--- src/rtl/lff_pkg.sv ---
package lff_pkg;

  localparam int WORD_W  = 32;
  localparam int STAMP_W = 16;

  typedef enum logic [2:0] {
    ST_IDLE,
    ST_HEAD,
    ST_WAIT,
    ST_DATA,
    ST_TAIL
  } frag_state_t;

  function automatic logic [WORD_W-1:0] pack_desc(
    input logic [7:0] ver,
    input logic [3:0] src,
    input logic [1:0] rgn,
    input logic [7:0] bunch,
    input logic [1:0] bufn
  );
    return {ver, src, rgn, 8'h00, bunch, bufn};
  endfunction

endpackage

--- src/rtl/lff_sat_timer.sv ---
module lff_sat_timer #(
  parameter int W = 16
) (
  input  logic         clk,
  input  logic         rst_n,
  input  logic         restart,
  output logic [W-1:0] value
);
  localparam logic [W-1:0] TOP = {W{1'b1}};

  always_ff @(posedge clk) begin
    if (!rst_n)              value <= '0;
    else if (restart)        value <= {{(W-1){1'b0}}, 1'b1};
    else if (value != TOP)   value <= value + 1'b1;
  end

  AST_LAT_SATURATES: assert property (@(posedge clk) disable iff (!rst_n)
    (value == TOP && !restart) |=> (value == TOP));

endmodule

--- src/rtl/lff_out_fifo.sv ---
module lff_out_fifo #(
  parameter int W     = 32,
  parameter int DEPTH = 4
) (
  input  logic         clk,
  input  logic         rst_n,
  input  logic         push,
  input  logic [W-1:0] push_data,
  output logic         space,
  output logic         out_valid,
  output logic [W-1:0] out_data,
  input  logic         out_ready
);
  localparam int AW = (DEPTH > 1) ? $clog2(DEPTH) : 1;
  localparam int CW = AW + 1;

  logic [W-1:0]  mem [DEPTH];
  logic [AW-1:0] wr_ptr, rd_ptr;
  logic [CW-1:0] count;
  logic          pop;

  assign space     = (count < CW'(DEPTH));
  assign out_valid = (count != '0);
  assign out_data  = mem[rd_ptr];
  assign pop       = out_valid && out_ready;

  function automatic logic [AW-1:0] bump(input logic [AW-1:0] p);
    return (p == AW'(DEPTH - 1)) ? '0 : p + 1'b1;
  endfunction

  always_ff @(posedge clk) begin
    if (push) mem[wr_ptr] <= push_data;
  end

  always_ff @(posedge clk) begin
    if (!rst_n) begin
      wr_ptr <= '0;
      rd_ptr <= '0;
      count  <= '0;
    end else begin
      if (push) wr_ptr <= bump(wr_ptr);
      if (pop)  rd_ptr <= bump(rd_ptr);
      case ({push, pop})
        2'b10:   count <= count + 1'b1;
        2'b01:   count <= count - 1'b1;
        default: count <= count;
      endcase
    end
  end

  AST_NO_OVERFLOW: assert property (@(posedge clk) disable iff (!rst_n)
    push |-> (count < CW'(DEPTH)));

  AST_OUT_HELD: assert property (@(posedge clk) disable iff (!rst_n)
    (out_valid && !out_ready) |=> (out_valid && $stable(out_data)));

  AST_EMPTY_PUSH_SHOWS: assert property (@(posedge clk) disable iff (!rst_n)
    (push && !out_valid) |=> (out_valid && out_data == $past(push_data)));

endmodule

--- src/rtl/lff_framer.sv ---
module lff_framer
  import lff_pkg::*;
(
  input  logic               clk,
  input  logic               rst_n,
  input  logic [7:0]         cfg_version,
  input  logic [3:0]         cfg_source,
  input  logic [1:0]         cfg_region,
  input  logic               sev_strobe,
  input  logic [7:0]         sev_bunch,
  input  logic [1:0]         sev_bufnum,
  input  logic [STAMP_W-1:0] lat_now,
  output logic               timer_restart,
  input  logic               in_valid,
  input  logic [WORD_W-1:0]  in_data,
  input  logic               in_last,
  output logic               in_ready,
  input  logic               fifo_space,
  output logic               push_valid,
  output logic [WORD_W-1:0]  push_data
);
  localparam logic [STAMP_W-1:0] CNT_TOP = {STAMP_W{1'b1}};

  frag_state_t        state;
  logic [7:0]         bunch_q;
  logic [1:0]         buf_q;
  logic [STAMP_W-1:0] prev_q, size_q;
  logic               ovl_q, ovf_q;
  logic               take;

  assign take = in_valid && in_ready;

  always_comb begin
    timer_restart = (state == ST_IDLE) && sev_strobe;
    in_ready      = (state == ST_DATA) && fifo_space;
    push_valid    = 1'b0;
    push_data     = '0;
    case (state)
      ST_HEAD: begin
        push_valid = fifo_space;
        push_data  = pack_desc(cfg_version, cfg_source, cfg_region, bunch_q, buf_q);
      end
      ST_WAIT: begin
        push_valid = fifo_space && in_valid;
        push_data  = {prev_q, lat_now};
      end
      ST_DATA: begin
        push_valid = take;
        push_data  = in_data;
      end
      ST_TAIL: begin
        push_valid = fifo_space;
        push_data  = {size_q, 14'b0, ovf_q, ovl_q | sev_strobe};
      end
      default: ;
    endcase
  end

  always_ff @(posedge clk) begin
    if (!rst_n) begin
      state   <= ST_IDLE;
      bunch_q <= '0;
      buf_q   <= '0;
      prev_q  <= '0;
      size_q  <= '0;
      ovl_q   <= 1'b0;
      ovf_q   <= 1'b0;
    end else begin
      if (sev_strobe && state != ST_IDLE) ovl_q <= 1'b1;
      case (state)
        ST_IDLE: if (sev_strobe) begin
          bunch_q <= sev_bunch;
          buf_q   <= sev_bufnum;
          size_q  <= '0;
          ovl_q   <= 1'b0;
          ovf_q   <= 1'b0;
          state   <= ST_HEAD;
        end
        ST_HEAD: if (fifo_space) state <= ST_WAIT;
        ST_WAIT: if (push_valid) state <= ST_DATA;
        ST_DATA: if (take) begin
          if (size_q == CNT_TOP) ovf_q <= 1'b1;
          else                   size_q <= size_q + 1'b1;
          if (in_last) state <= ST_TAIL;
        end
        ST_TAIL: if (fifo_space) begin
          prev_q <= lat_now;
          state  <= ST_IDLE;
        end
        default: state <= ST_IDLE;
      endcase
    end
  end

  AST_READY_LOW_AFTER_START: assert property (@(posedge clk) disable iff (!rst_n)
    (state == ST_IDLE && sev_strobe) |=> !in_ready);

  AST_OVERLAP_FLAGGED: assert property (@(posedge clk) disable iff (!rst_n)
    (sev_strobe && (state == ST_HEAD || state == ST_WAIT || state == ST_DATA)) |=> ovl_q);

  AST_COUNT_CEILING: assert property (@(posedge clk) disable iff (!rst_n)
    (take && size_q == CNT_TOP) |=> (ovf_q && size_q == CNT_TOP));

endmodule

--- src/rtl/link_frag_fmt.sv ---
module link_frag_fmt #(
  parameter int FIFO_DEPTH = 4
) (
  input  logic        clk,
  input  logic        rst_n,
  input  logic [7:0]  cfg_version,
  input  logic [3:0]  cfg_source,
  input  logic [1:0]  cfg_region,
  input  logic        sev_strobe,
  input  logic [7:0]  sev_bunch,
  input  logic [1:0]  sev_bufnum,
  input  logic        in_valid,
  input  logic [31:0] in_data,
  input  logic        in_last,
  output logic        in_ready,
  output logic        out_valid,
  output logic [31:0] out_data,
  input  logic        out_ready
);
  import lff_pkg::*;

  logic [STAMP_W-1:0] lat_now;
  logic               timer_restart;
  logic               fifo_space;
  logic               push_valid;
  logic [WORD_W-1:0]  push_data;

  lff_sat_timer #(.W(STAMP_W)) u_timer (
    .clk     (clk),
    .rst_n   (rst_n),
    .restart (timer_restart),
    .value   (lat_now)
  );

  lff_framer u_framer (
    .clk           (clk),
    .rst_n         (rst_n),
    .cfg_version   (cfg_version),
    .cfg_source    (cfg_source),
    .cfg_region    (cfg_region),
    .sev_strobe    (sev_strobe),
    .sev_bunch     (sev_bunch),
    .sev_bufnum    (sev_bufnum),
    .lat_now       (lat_now),
    .timer_restart (timer_restart),
    .in_valid      (in_valid),
    .in_data       (in_data),
    .in_last       (in_last),
    .in_ready      (in_ready),
    .fifo_space    (fifo_space),
    .push_valid    (push_valid),
    .push_data     (push_data)
  );

  lff_out_fifo #(.W(WORD_W), .DEPTH(FIFO_DEPTH)) u_fifo (
    .clk       (clk),
    .rst_n     (rst_n),
    .push      (push_valid),
    .push_data (push_data),
    .space     (fifo_space),
    .out_valid (out_valid),
    .out_data  (out_data),
    .out_ready (out_ready)
  );

  AST_RESET_QUIET: assert property (@(posedge clk)
    !rst_n |=> (!out_valid && !in_ready));

endmodule

--- config.mk ---
export PLATFORM = sky130hd
export DESIGN_NAME = link_frag_fmt
export DESIGN_NICKNAME = d
export VERILOG_FILES = /design/src/rtl/lff_pkg.sv /design/src/rtl/lff_sat_timer.sv /design/src/rtl/lff_out_fifo.sv /design/src/rtl/lff_framer.sv /design/src/rtl/link_frag_fmt.sv
export SDC_FILE = /design/constraint.sdc
export NUM_CORES = 1
export LEC_CHECK = 0
export BUFFER_PORTS_ARGS = -buffer_cell sky130_fd_sc_hd__buf_2
export CORE_ASPECT_RATIO = 2
export CORE_UTILIZATION = 35
export CTS_CLUSTER_DIAMETER = 60
export DETAILED_ROUTE_END_ITERATION = 8
export GPL_ROUTABILITY_DRIVEN = 0
export SLEW_MARGIN = 0
export SYNTH_ARGS = -nofsm -noshare
export SYNTH_HDL_FRONTEND = slang
export SYNTH_SLANG_ARGS = --single-unit
--- constraint.sdc ---
create_clock -name clk -period 2.4 [get_ports clk]
set_input_delay 0.36 -clock clk [delete_from_list [all_inputs] [get_ports clk]]
set_output_delay 0.36 -clock clk [all_outputs]
set_load 0.05 [all_outputs]
==> run summary, run 1 <==
FLOORPLANNING
--------------------------------------------------------------------------------
Die boundary width                                                        113 um
Area enclosed by the die boundary                                    0.0255 mm^2
Floorplan row count                                                           81
Count of pins on the block boundary                                           96
Core Region                                                          0.0244 mm^2
Initial Utilization                                                        0.356
Y dimension of the die                                                    225 um

LOGIC SYNTHESIS
--------------------------------------------------------------------------------
Post-synth top flop                                                     edfxtp_1
Syn Inst Count                                                               682
Number of nets produced by synthesis                                         753
Proportion of synthesized chip area in sequential cells                    0.607
Number of register bits inferred by synthesis                                200
Synthesized cell area                                               0.00870 mm^2
EDFF count, synth                                                            128
Post-synthesis async set-or-reset flop share                                   0
Synthesis warning total                                                        0
Mean area per synthesized cell                                         12.8 um^2
Netlist cell types                                                            50

STA
--------------------------------------------------------------------------------
Skew final                                                             0.0102 ns
Final setup TNS                                                             0 ns
Post-route clock period utilization                                        0.952
Worst Slack Setup Final                                                 0.116 ns
Final hold slack                                                        0.151 ns
Max-slew violations                                                            0
Endpoints failing setup                                                        0
Max Freq                                                               0.438 GHz
Clock period minus final worst setup slack                               2.28 ns
Headroom to the max-slew limit                                             0.227
RSZ-0062 raised after global routing                                          no
Worst Max-Slew Pin Slew                                                  1.16 ns
Count of endpoints failing hold in the final timing report                     0

CRITICAL PATH
--------------------------------------------------------------------------------
Delay of the slowest critical-path stage                                 0.41 ns
Setup crit start kind                                                  flip-flop
Cell type group with the largest total delay on the critical path   buffers and inverters
Critical path, cell by cell                                         buf_4, and3b_1, buf_8, nor2b_1, clkbuf_4
Critical path data required time                                         2.04 ns
Element type at the critical path end                               primary output
Worst EP arrival                                                         1.92 ns
Largest fanout of any net on the critical path                                24
Slowest-stage cell, CP                                                   dfxtp_1
Startpoint-to-endpoint class of the critical path                        reg2out
Total buffers and inverters traversed by the critical path                     3

GLOBAL ROUTE
--------------------------------------------------------------------------------
Remaining global-route overflow                                                0
Maximum number of pins on one net before global-route repair                  38
Number of antenna violations at the first check in global routing              0
Global router's overall resource usage                                     0.172
Via count of the first global-routing pass                                  5948
Global-route wire length before repair                                  32200 um

CLOCK TREE
--------------------------------------------------------------------------------
TritonCTS sink count                                                         200
Cell at the root of the clock tree                                     clkbuf_16
Clock latency reported for the late side of the worst-skew pair          0.45 ns
# hold bufs at CTS                                                             0
H-tree Lvls                                                                    4
Number of buffers created by CTS                                              17
Number of buffers added for setup after CTS                                    0
Buffer levels on the longest clock path                                        2
Clock tree from TritonCTS                                                   done
CTS clock-pin slew for the worst setup and hold paths                    0.08 ns

POWER AND IR DROP
--------------------------------------------------------------------------------
Power density cells                                                 1010 mW/mm^2
Total power consumption of the routed design                             10.4 mW
Leakage power                                                            3.53 nW
Maximum vdd drop                                                          407 uV

RUN STATUS
--------------------------------------------------------------------------------
Outcome                                                             complete, no violations

FINAL LAYOUT
--------------------------------------------------------------------------------
Synthesis-to-layout area growth                                            18.4%
Filler Cells Inserted                                                       2293
Antenna diode instance count                                                   0
Post-layout instance count excluding filler cells                           1121
Fraction of final layout cells sized beyond drive strength 1               0.260
Layout net count                                                             847
Sequential cell area in the final layout                            0.00529 mm^2
Multi-input gate area in the final layout                           0.00316 mm^2

PLACEMENT
--------------------------------------------------------------------------------
Cell count after placement                                                  1088
Worst-case setup slack after placement                                  0.199 ns
Buffers added on ports                                                        95
Hpwl dp                                                                 15100 um

ROUTING
--------------------------------------------------------------------------------
Number of remaining DRC errors                                                 0
Wirelength, routed                                                      20900 um
DRC violation total after the first TritonRoute iteration                    308
Via count                                                                   5794
Drt wl/cell                                                              18.7 um
Via-to-Cell Ratio                                                           5.17
ANT nets after route                                                           0
Count of TritonRoute iterations in the first routing pass                      5

MIN PATH
--------------------------------------------------------------------------------
Min-delay worst type                                                      in2reg

FLOW RUN
--------------------------------------------------------------------------------
Max-cap check violation count                                                  0

==> Yosys cell counts, types with 3 or more instances <==
cell	instances	share of area
ha_1	8	0.012
nor4_1	3	0.0022
a21oi_1	52	0.030
and4_1	6	0.0060
nand4_1	12	0.0086
inv_1	13	0.0056
mux2_2	8	0.010
nand2_1	94	0.041
dfxtp_1	72	0.17
mux2i_1	22	0.025
o21ai_0	12	0.0069
or3_1	7	0.0050
nor2_1	28	0.012
nor3_1	6	0.0035
and2_1	11	0.0079
clkbuf_1	21	0.0091
a22oi_1	23	0.020
mux4_2	32	0.083
edfxtp_1	128	0.44
buf_2	21	0.012
a211oi_1	7	0.0060
o31ai_1	4	0.0035
or4_1	4	0.0035
nand3_1	13	0.0075
nor2b_1	7	0.0050
a221o_1	8	0.0092
nand2b_1	17	0.012
a22o_1	14	0.014
==> sequential cells by signal (all words and copies together), names as in the netlist, named ones only <==
register,flops
u_framer.prev_q,16
u_framer.ovf_q,1
u_fifo.wr_ptr,2
u_fifo.mem,128
u_framer.size_q,16
u_framer.bunch_q,8
u_fifo.count,3
u_timer.value,16
u_framer.state,3
u_framer.buf_q,2
u_fifo.rd_ptr,2
==> metal layers <==
| metal | track usage | wire length [um] | vias to the layer above |
|---|---|---|---|
| li1 | - | - | 2767 |
| met1 | 0.169 | 7570 | 2875 |
| met2 | 0.338 | 12000 | 123 |
| met3 | 0.0309 | 693 | 29 |
| met4 | 0.0815 | 622 | 0 |
| met5 | 0 | 0 | - |
==> layout by cell type, fill, tap and decap left out, types with 18 or more instances in the layout <==
master    instances
dfxtp_1          71
nor2_1           28
nand2_1          94
mux2i_1          22
buf_2            94
buf_4            18
mux4_2           32
edfxtp_1        128
a22oi_1          23
a21oi_1          51
==> final cells by class <==
cell class / instances / share of cell area
clock inverter: 15 / 0.0181
multi-input combinational: 423 / 0.307
clock buffer: 17 / 0.0413
timing repair buffer: 121 / 0.0753
inverter: 13 / 0.00474
tap: 332 / 0.0403
sequential: 200 / 0.513
==> metrics by stage <==
step,utilization,instance area (um^2)
5_1_grt,0.422,10300
3_5_place_dp,0.395,9650
2_1_floorplan,-,8700
4_1_cts,0.422,10300
3_3_place_gp,0.395,9650
6_report,0.422,10300
==> timing repair <==
action                                  in CTS  in global routing
gates cloned                                 1                  0
endpoints found under the setup margin       7                  1
gates resized for setup                      3                  2
==> cell families after synthesis <==
family | Yosys count | synth area share
xor+xnor | 2 | 0.00201
buf+inv | 59 | 0.0293
compound gates | 130 | 0.101
flops | 200 | 0.607
fa+ha+maj | 9 | 0.0138
simple gates | 220 | 0.128
mux | 62 | 0.118
==> worst paths after layout <==
kind,startpoint,end,slack [ns],cells past startpoint
worst min register to register,u_framer.bunch_q[2],u_framer.bunch_q[2],0.46,2
worst max-delay path,u_framer.state[0],in_ready,0.12,5
worst min-delay path,sev_bunch[1],u_framer.bunch_q[1],0.15,3
worst max register to register,u_framer.state[2],u_fifo.count[2],0.23,9
==> power by group <==
| part | switching, mW | internal (mW) | total (mW) |
|---|---|---|---|
| Sequential | 0.148 | 4.10 | 4.25 |
| Combinational | 2.12 | 1.06 | 3.18 |
| Clock | 1.35 | 1.58 | 2.93 |
==> worst reg2reg max path: stages (launching register included) <==
cell	delay [ns]
dfxtp_1	0.54
o21a_1	0.23
a211oi_4	0.06
inv_1	0.07
ha_1	0.17
inv_1	0.06
fa_1	0.37
xor2_1	0.15
or3_1	0.30
a21oi_1	0.15
No activity file was read; power rests on OpenSTA's default activity.
==> inputs of run 2 (changes only) <==
==> constraint.sdc (replaced) <==
create_clock -name clk -period 2.4 [get_ports clk]
set_input_delay 0.36 -clock clk [delete_from_list [all_inputs] [get_ports clk]]
set_output_delay 0.36 -clock clk [all_outputs]
set_load 0.02 [all_outputs]
==> run summary, run 2 (synthesized netlist as in run 1, its figures left out) <==
CLOCK TREE
--------------------------------------------------------------------------------
H-tree Lvls                                                                    4
Cell at the root of the clock tree                                     clkbuf_16
Clock tree from TritonCTS                                                   done
Clock latency reported for the late side of the worst-skew pair          0.43 ns
Number of buffers created by CTS                                              17
CTS clock-pin slew for the worst setup and hold paths                    0.07 ns
TritonCTS sink count                                                         200
Buffer levels on the longest clock path                                        2

POWER AND IR DROP
--------------------------------------------------------------------------------
Maximum vdd drop                                                          472 uV
Leakage power                                                            3.55 nW
Power density cells                                                  946 mW/mm^2

STA
--------------------------------------------------------------------------------
Count of endpoints failing hold in the final timing report                     0
Endpoints failing setup                                                        0
Worst Max-Slew Pin Slew                                                 0.887 ns
Post-route clock period utilization                                        0.937
Skew final                                                             0.0136 ns
Headroom to the max-slew limit                                             0.406
Max Freq                                                               0.445 GHz
Max-slew violations                                                            0
RSZ-0062 raised after global routing                                          no
Clock period minus final worst setup slack                               2.25 ns
Final setup TNS                                                             0 ns

CRITICAL PATH
--------------------------------------------------------------------------------
Logic depth of the worst register-to-register path                             9
Endpoint of the lowest-slack register-to-register path              u_fifo.count[2]
Setup crit start kind                                                  flip-flop
Critical path data required time                                         2.04 ns
FF-to-FF setup slack                                                     0.26 ns
Delay of the slowest critical-path stage                                 0.53 ns
Element type at the critical path end                               primary output
Critical path, cell by cell                                         buf_6, mux4_2, buf_2
Cell type group with the largest total delay on the critical path   multiplexers
Startpoint-to-endpoint class of the critical path                        reg2out
R2r startpoint                                                      u_framer.state[2]
Total buffers and inverters traversed by the critical path                     2
Worst EP arrival                                                         1.89 ns
Largest fanout of any net on the critical path                                11
Slowest-stage cell, CP                                                    mux4_2

GLOBAL ROUTE
--------------------------------------------------------------------------------
Met3 usage                                                                0.0272
Global-route layer with the greatest usage                                  met2
Global router's overall resource usage                                     0.170
Met1 Track Usage GR                                                        0.168
Number of antenna violations at the first check in global routing              0
Via count of the first global-routing pass                                  5987
Global-route wire length before repair                                  32000 um
Maximum number of pins on one net before global-route repair                  33
Remaining global-route overflow                                                0
Met2 GRT Util                                                              0.330

FLOORPLANNING
--------------------------------------------------------------------------------
Core Region                                                          0.0244 mm^2
Floorplan row count                                                           81
Count of pins on the block boundary                                           96
Y dimension of the die                                                    225 um
Die boundary width                                                        113 um
Initial Utilization                                                        0.356
Area enclosed by the die boundary                                    0.0255 mm^2

ROUTING
--------------------------------------------------------------------------------
Drt wl/cell                                                              18.3 um
DRC violation total after the first TritonRoute iteration                    297
Number of remaining DRC errors                                                 0
ANT nets after route                                                           0
Wirelength, routed                                                      20600 um
Via-to-Cell Ratio                                                           5.12
Via count                                                                   5755
Count of TritonRoute iterations in the first routing pass                      5

FINAL LAYOUT
--------------------------------------------------------------------------------
Biggest register                                                      u_fifo.mem
Fraction of final layout cells sized beyond drive strength 1               0.258
Antenna diode instance count                                                   0
Flip-flop count of the largest register after layout                         128
Post-layout instance count excluding filler cells                           1123
Top library cells by usage in the layout, fill and taps aside       edfxtp_1, buf_2, nand2_1
Layout net count                                                             850
Synthesis-to-layout area growth                                            18.5%
Commonest non-fill, non-tap cell in the layout                          edfxtp_1

RUN STATUS
--------------------------------------------------------------------------------
Outcome                                                             complete, no violations

PLACEMENT
--------------------------------------------------------------------------------
Cell count after placement                                                  1092
Hpwl dp                                                                 15200 um
Buffers added on ports                                                        95

FLOW RUN
--------------------------------------------------------------------------------
Max-cap check violation count                                                  0

MIN PATH
--------------------------------------------------------------------------------
Min-delay worst type                                                      in2reg
Hold Path Stages                                                               3
Destination of the worst hold path                                  u_framer.bunch_q[1]
Hold path start                                                     sev_bunch[1]

[run 2: cell count changes in the layout (fill, tap and decap cells not counted), moves of 2 or more]
| cell | previous run | this run |
|---|---|---|
| buf_4 | 18 | 21 |
| buf_6 | 0 | 2 |
| bufinv_16 | 2 | 4 |
| clkbuf_1 | 0 | 3 |
| clkinv_8 | 2 | 0 |
| inv_6 | 5 | 2 |
| inv_8 | 2 | 0 |
[run 2: tightest hold or removal path: cells and delay by family]
family,cells,cell delay [ns]
AOI/OAI and AO/OA,1,0.05
buffers and inverters,1,0.10
and+or+nand+nor,1,0.05
[run 2: worst max path at each step]
stage	endpoint	slack, ns	cells past startpoint
4_1_cts	out_data[28]	0.08	3
3_5_place_dp	u_fifo.count[2]	0.19	10
6_report	out_data[28]	0.15	3
2_1_floorplan	u_fifo.mem[3][0]	0.09	4
3_3_place_gp	u_fifo.count[2]	0.25	10
5_1_grt	out_data[0]	0.04	3
[run 2: cell type report]
type,instances,area (um^2)
sequential,200,5290
inverter,13,48.8
clock buffer,21,450
tap,332,415
clock inverter,10,166
multi-input combinational,423,3160
timing repair buffer,124,776
fill,2305,14100
[run 2: routing by layer]
metal | vias to the layer above | routed length [um]
met5 | - | 0
met4 | 0 | 639
met3 | 31 | 471
met2 | 105 | 12000
met1 | 2851 | 7500
li1 | 2768 | -
[run 2: through the flow]
stage	hold WS (ns)	utilization	total power, mW	instance area, um^2	setup slack, ns
floorplan	0.434	-	6.00	8700	0.0941
global placement	0.443	0.396	6.85	9680	0.245
detailed placement	0.449	0.396	6.88	9680	0.193
CTS	0.146	0.422	9.87	10300	0.0763
global route	0.158	0.422	10.2	10300	0.0402
finish	0.167	0.422	9.75	10300	0.152
[run 2: repair_timing]
item | in CTS | in global routing
resized for setup | 1 | 1
setup endpoints to repair | 1 | 1
setup buffers | 0 | 0
hold buffers | 0 | 0
[run 2: where the power goes]
group	internal (mW)	switching, mW
Combinational	1.05	1.46
Sequential	4.10	0.142
Clock	1.77	1.22
==> inputs of run 3 (changes only) <==
==> constraint.sdc (replaced) <==
create_clock -name clk -period 1.9 [get_ports clk]
set_input_delay 0.285 -clock clk [delete_from_list [all_inputs] [get_ports clk]]
set_output_delay 0.285 -clock clk [all_outputs]
set_load 0.01 [all_outputs]
==> run summary, run 3 (synthesized netlist as in run 1, its figures left out) <==
RUN STATUS
--------------------------------------------------------------------------------
Outcome                                                             complete, but fails checks
Failing checks                                                      setup timing

ROUTING
--------------------------------------------------------------------------------
Wirelength, routed                                                      21900 um
Via-to-Cell Ratio                                                           5.15
Count of TritonRoute iterations in the first routing pass                      4
ANT nets after route                                                           0
Via count                                                                   5998
Drt wl/cell                                                              18.8 um
Number of remaining DRC errors                                                 0
DRC violation total after the first TritonRoute iteration                    287

CLOCK TREE
--------------------------------------------------------------------------------
Buffer levels on the longest clock path                                        2
CTS clock-pin slew for the worst setup and hold paths                    0.07 ns
Clock latency reported for the late side of the worst-skew pair          0.44 ns
Cell at the root of the clock tree                                     clkbuf_16
H-tree Lvls                                                                    4
Clock tree from TritonCTS                                                   done
TritonCTS sink count                                                         200
Number of buffers created by CTS                                              17
# hold bufs at CTS                                                             0

CRITICAL PATH
--------------------------------------------------------------------------------
Worst EP arrival                                                         1.78 ns
Element type at the critical path end                               primary output
Setup crit start kind                                                  flip-flop
Critical path data required time                                         1.62 ns
Startpoint-to-endpoint class of the critical path                        reg2out
Largest fanout of any net on the critical path                                 8

POWER AND IR DROP
--------------------------------------------------------------------------------
Total power consumption of the routed design                             12.9 mW
Clock network power share                                                  0.300
Net switching share of the total power                                     0.275
Power share of the sequential group                                        0.416
Switching power of the nets                                              3.55 mW
Maximum vdd drop                                                          467 uV
Combinational fraction of design power                                     0.284
Leakage power                                                            3.85 nW
Internal power                                                           9.36 mW
Power density cells                                                 1180 mW/mm^2

FLOORPLANNING
--------------------------------------------------------------------------------
Floorplan row count                                                           81
Area enclosed by the die boundary                                    0.0255 mm^2
Die boundary width                                                        113 um
Initial Utilization                                                        0.356
Count of pins on the block boundary                                           96
Y dimension of the die                                                    225 um
Core Region                                                          0.0244 mm^2

STA
--------------------------------------------------------------------------------
Post-route clock period utilization                                         1.09
Headroom to the max-slew limit                                             0.658
Skew final                                                            0.00940 ns
Max Freq                                                               0.485 GHz
Endpoints failing setup                                                       33
Max-slew violations                                                            0
RSZ-0062 raised after global routing                                         yes
Worst Slack Setup Final                                                -0.162 ns
Clock period minus final worst setup slack                               2.06 ns
Worst Max-Slew Pin Slew                                                 0.507 ns
Count of endpoints failing hold in the final timing report                     0

FINAL LAYOUT
--------------------------------------------------------------------------------
Final core utilization                                                     0.449
Top library cells by usage in the layout, fill and taps aside       edfxtp_1, nand2_1, buf_2
Synthesis-to-layout area growth                                            25.9%
Fraction of final layout cells sized beyond drive strength 1               0.319
Biggest register                                                      u_fifo.mem
Layout net count                                                             891
Commonest non-fill, non-tap cell in the layout                          edfxtp_1
Flip-flop count of the largest register after layout                         128
Antenna diode instance count                                                   0
Filler Cells Inserted                                                       2266

PLACEMENT
--------------------------------------------------------------------------------
Buffers added on ports                                                        95
Hpwl dp                                                                 15700 um

FLOW RUN
--------------------------------------------------------------------------------
Max-cap check violation count                                                  0

GLOBAL ROUTE
--------------------------------------------------------------------------------
Global-route wire length before repair                                  33500 um
Number of antenna violations at the first check in global routing              0
Maximum number of pins on one net before global-route repair                  33
Via count of the first global-routing pass                                  6178
Global router's overall resource usage                                     0.179
Remaining global-route overflow                                                0

MIN PATH
--------------------------------------------------------------------------------
Min-delay worst type                                                      in2reg

[run 3: cell types whose count changed in the layout (fill, tap and decap cells not counted), sizes merged]
cell      previous run  this run
inv                 15        17
clkbuf              21        20
clkinvlp             1         3
buf                124       164
clkinv               3         2
[run 3: cell type report]
class | count | area, um^2 | area share
clock buffers | 19 | 443 | 0.0404
clock inverters | 13 | 191 | 0.0175
inverters | 13 | 48.8 | 0.00445
multi-input cells | 423 | 3210 | 0.293
flip-flops and latches | 200 | 5300 | 0.484
well taps | 332 | 415 | 0.0379
repair buffers | 165 | 1350 | 0.123
[run 3: worst paths after layout]
| check | start | end | slack (ns) | cells after the start |
|---|---|---|---|---|
| max | flip-flop | out_data[17] | -0.16 | 3 |
| min | sev_bunch[3] | u_framer.bunch_q[3] | 0.08 | 3 |
| max reg2reg | u_framer.state[1] | u_fifo.count[2] | -0.05 | 9 |
| min reg2reg | u_framer.prev_q[3] | u_framer.prev_q[3] | 0.46 | 2 |
[run 3: per-stage QoR]
stage | setup WS [ns] | hold slack [ns] | setup TNS, ns | instance area (um^2) | std cells
floorplan | -0.145 | 0.414 | -3.66 | 8740 | 682
global placement | -0.0304 | 0.443 | -0.0304 | 10000 | 1126
detailed placement | -0.0485 | 0.444 | -0.154 | 10000 | 1126
CTS | -0.207 | 0.0575 | -5.51 | 10800 | 1163
global route | -0.208 | 0.0670 | -5.91 | 11000 | 1165
finish | -0.162 | 0.0773 | -4.11 | 11000 | 1165
[run 3: layer usage]
metal / track usage / share of wire / wire length [um] / vias to the layer above
met3: 0.0317 / 0.026 / 562 / 36
li1: - / - / - / 2856
met2: 0.349 / 0.58 / 12800 / 117
met5: 0 / 0 / 0 / -
met1: 0.179 / 0.36 / 7900 / 2989
met4: 0.0832 / 0.031 / 690 / 0
[run 3: power groups by stage]
stage | combinational, mW | sequential [mW] | clock, mW
CTS | 3.52 | 5.38 | 3.94
global placement | 3.15 | 5.43 | 0
detailed placement | 3.16 | 5.45 | 0
floorplan | 1.93 | 5.39 | 0
global route | 3.97 | 5.42 | 4.08
finish | 3.67 | 5.38 | 3.87
[run 3: critical path: stages, from the launching register on]
cell,delay [ns]
dfxtp_4,0.45
clkbuf_16,0.22
mux4_2,0.52
buf_6,0.14
[run 3: timing repair]
item                       4_1_cts  5_1_grt
cloned                           2        1
buffers inserted                 3        2
resized for setup               24       18
setup endpoints to repair       42       81
pin swaps                        1        2
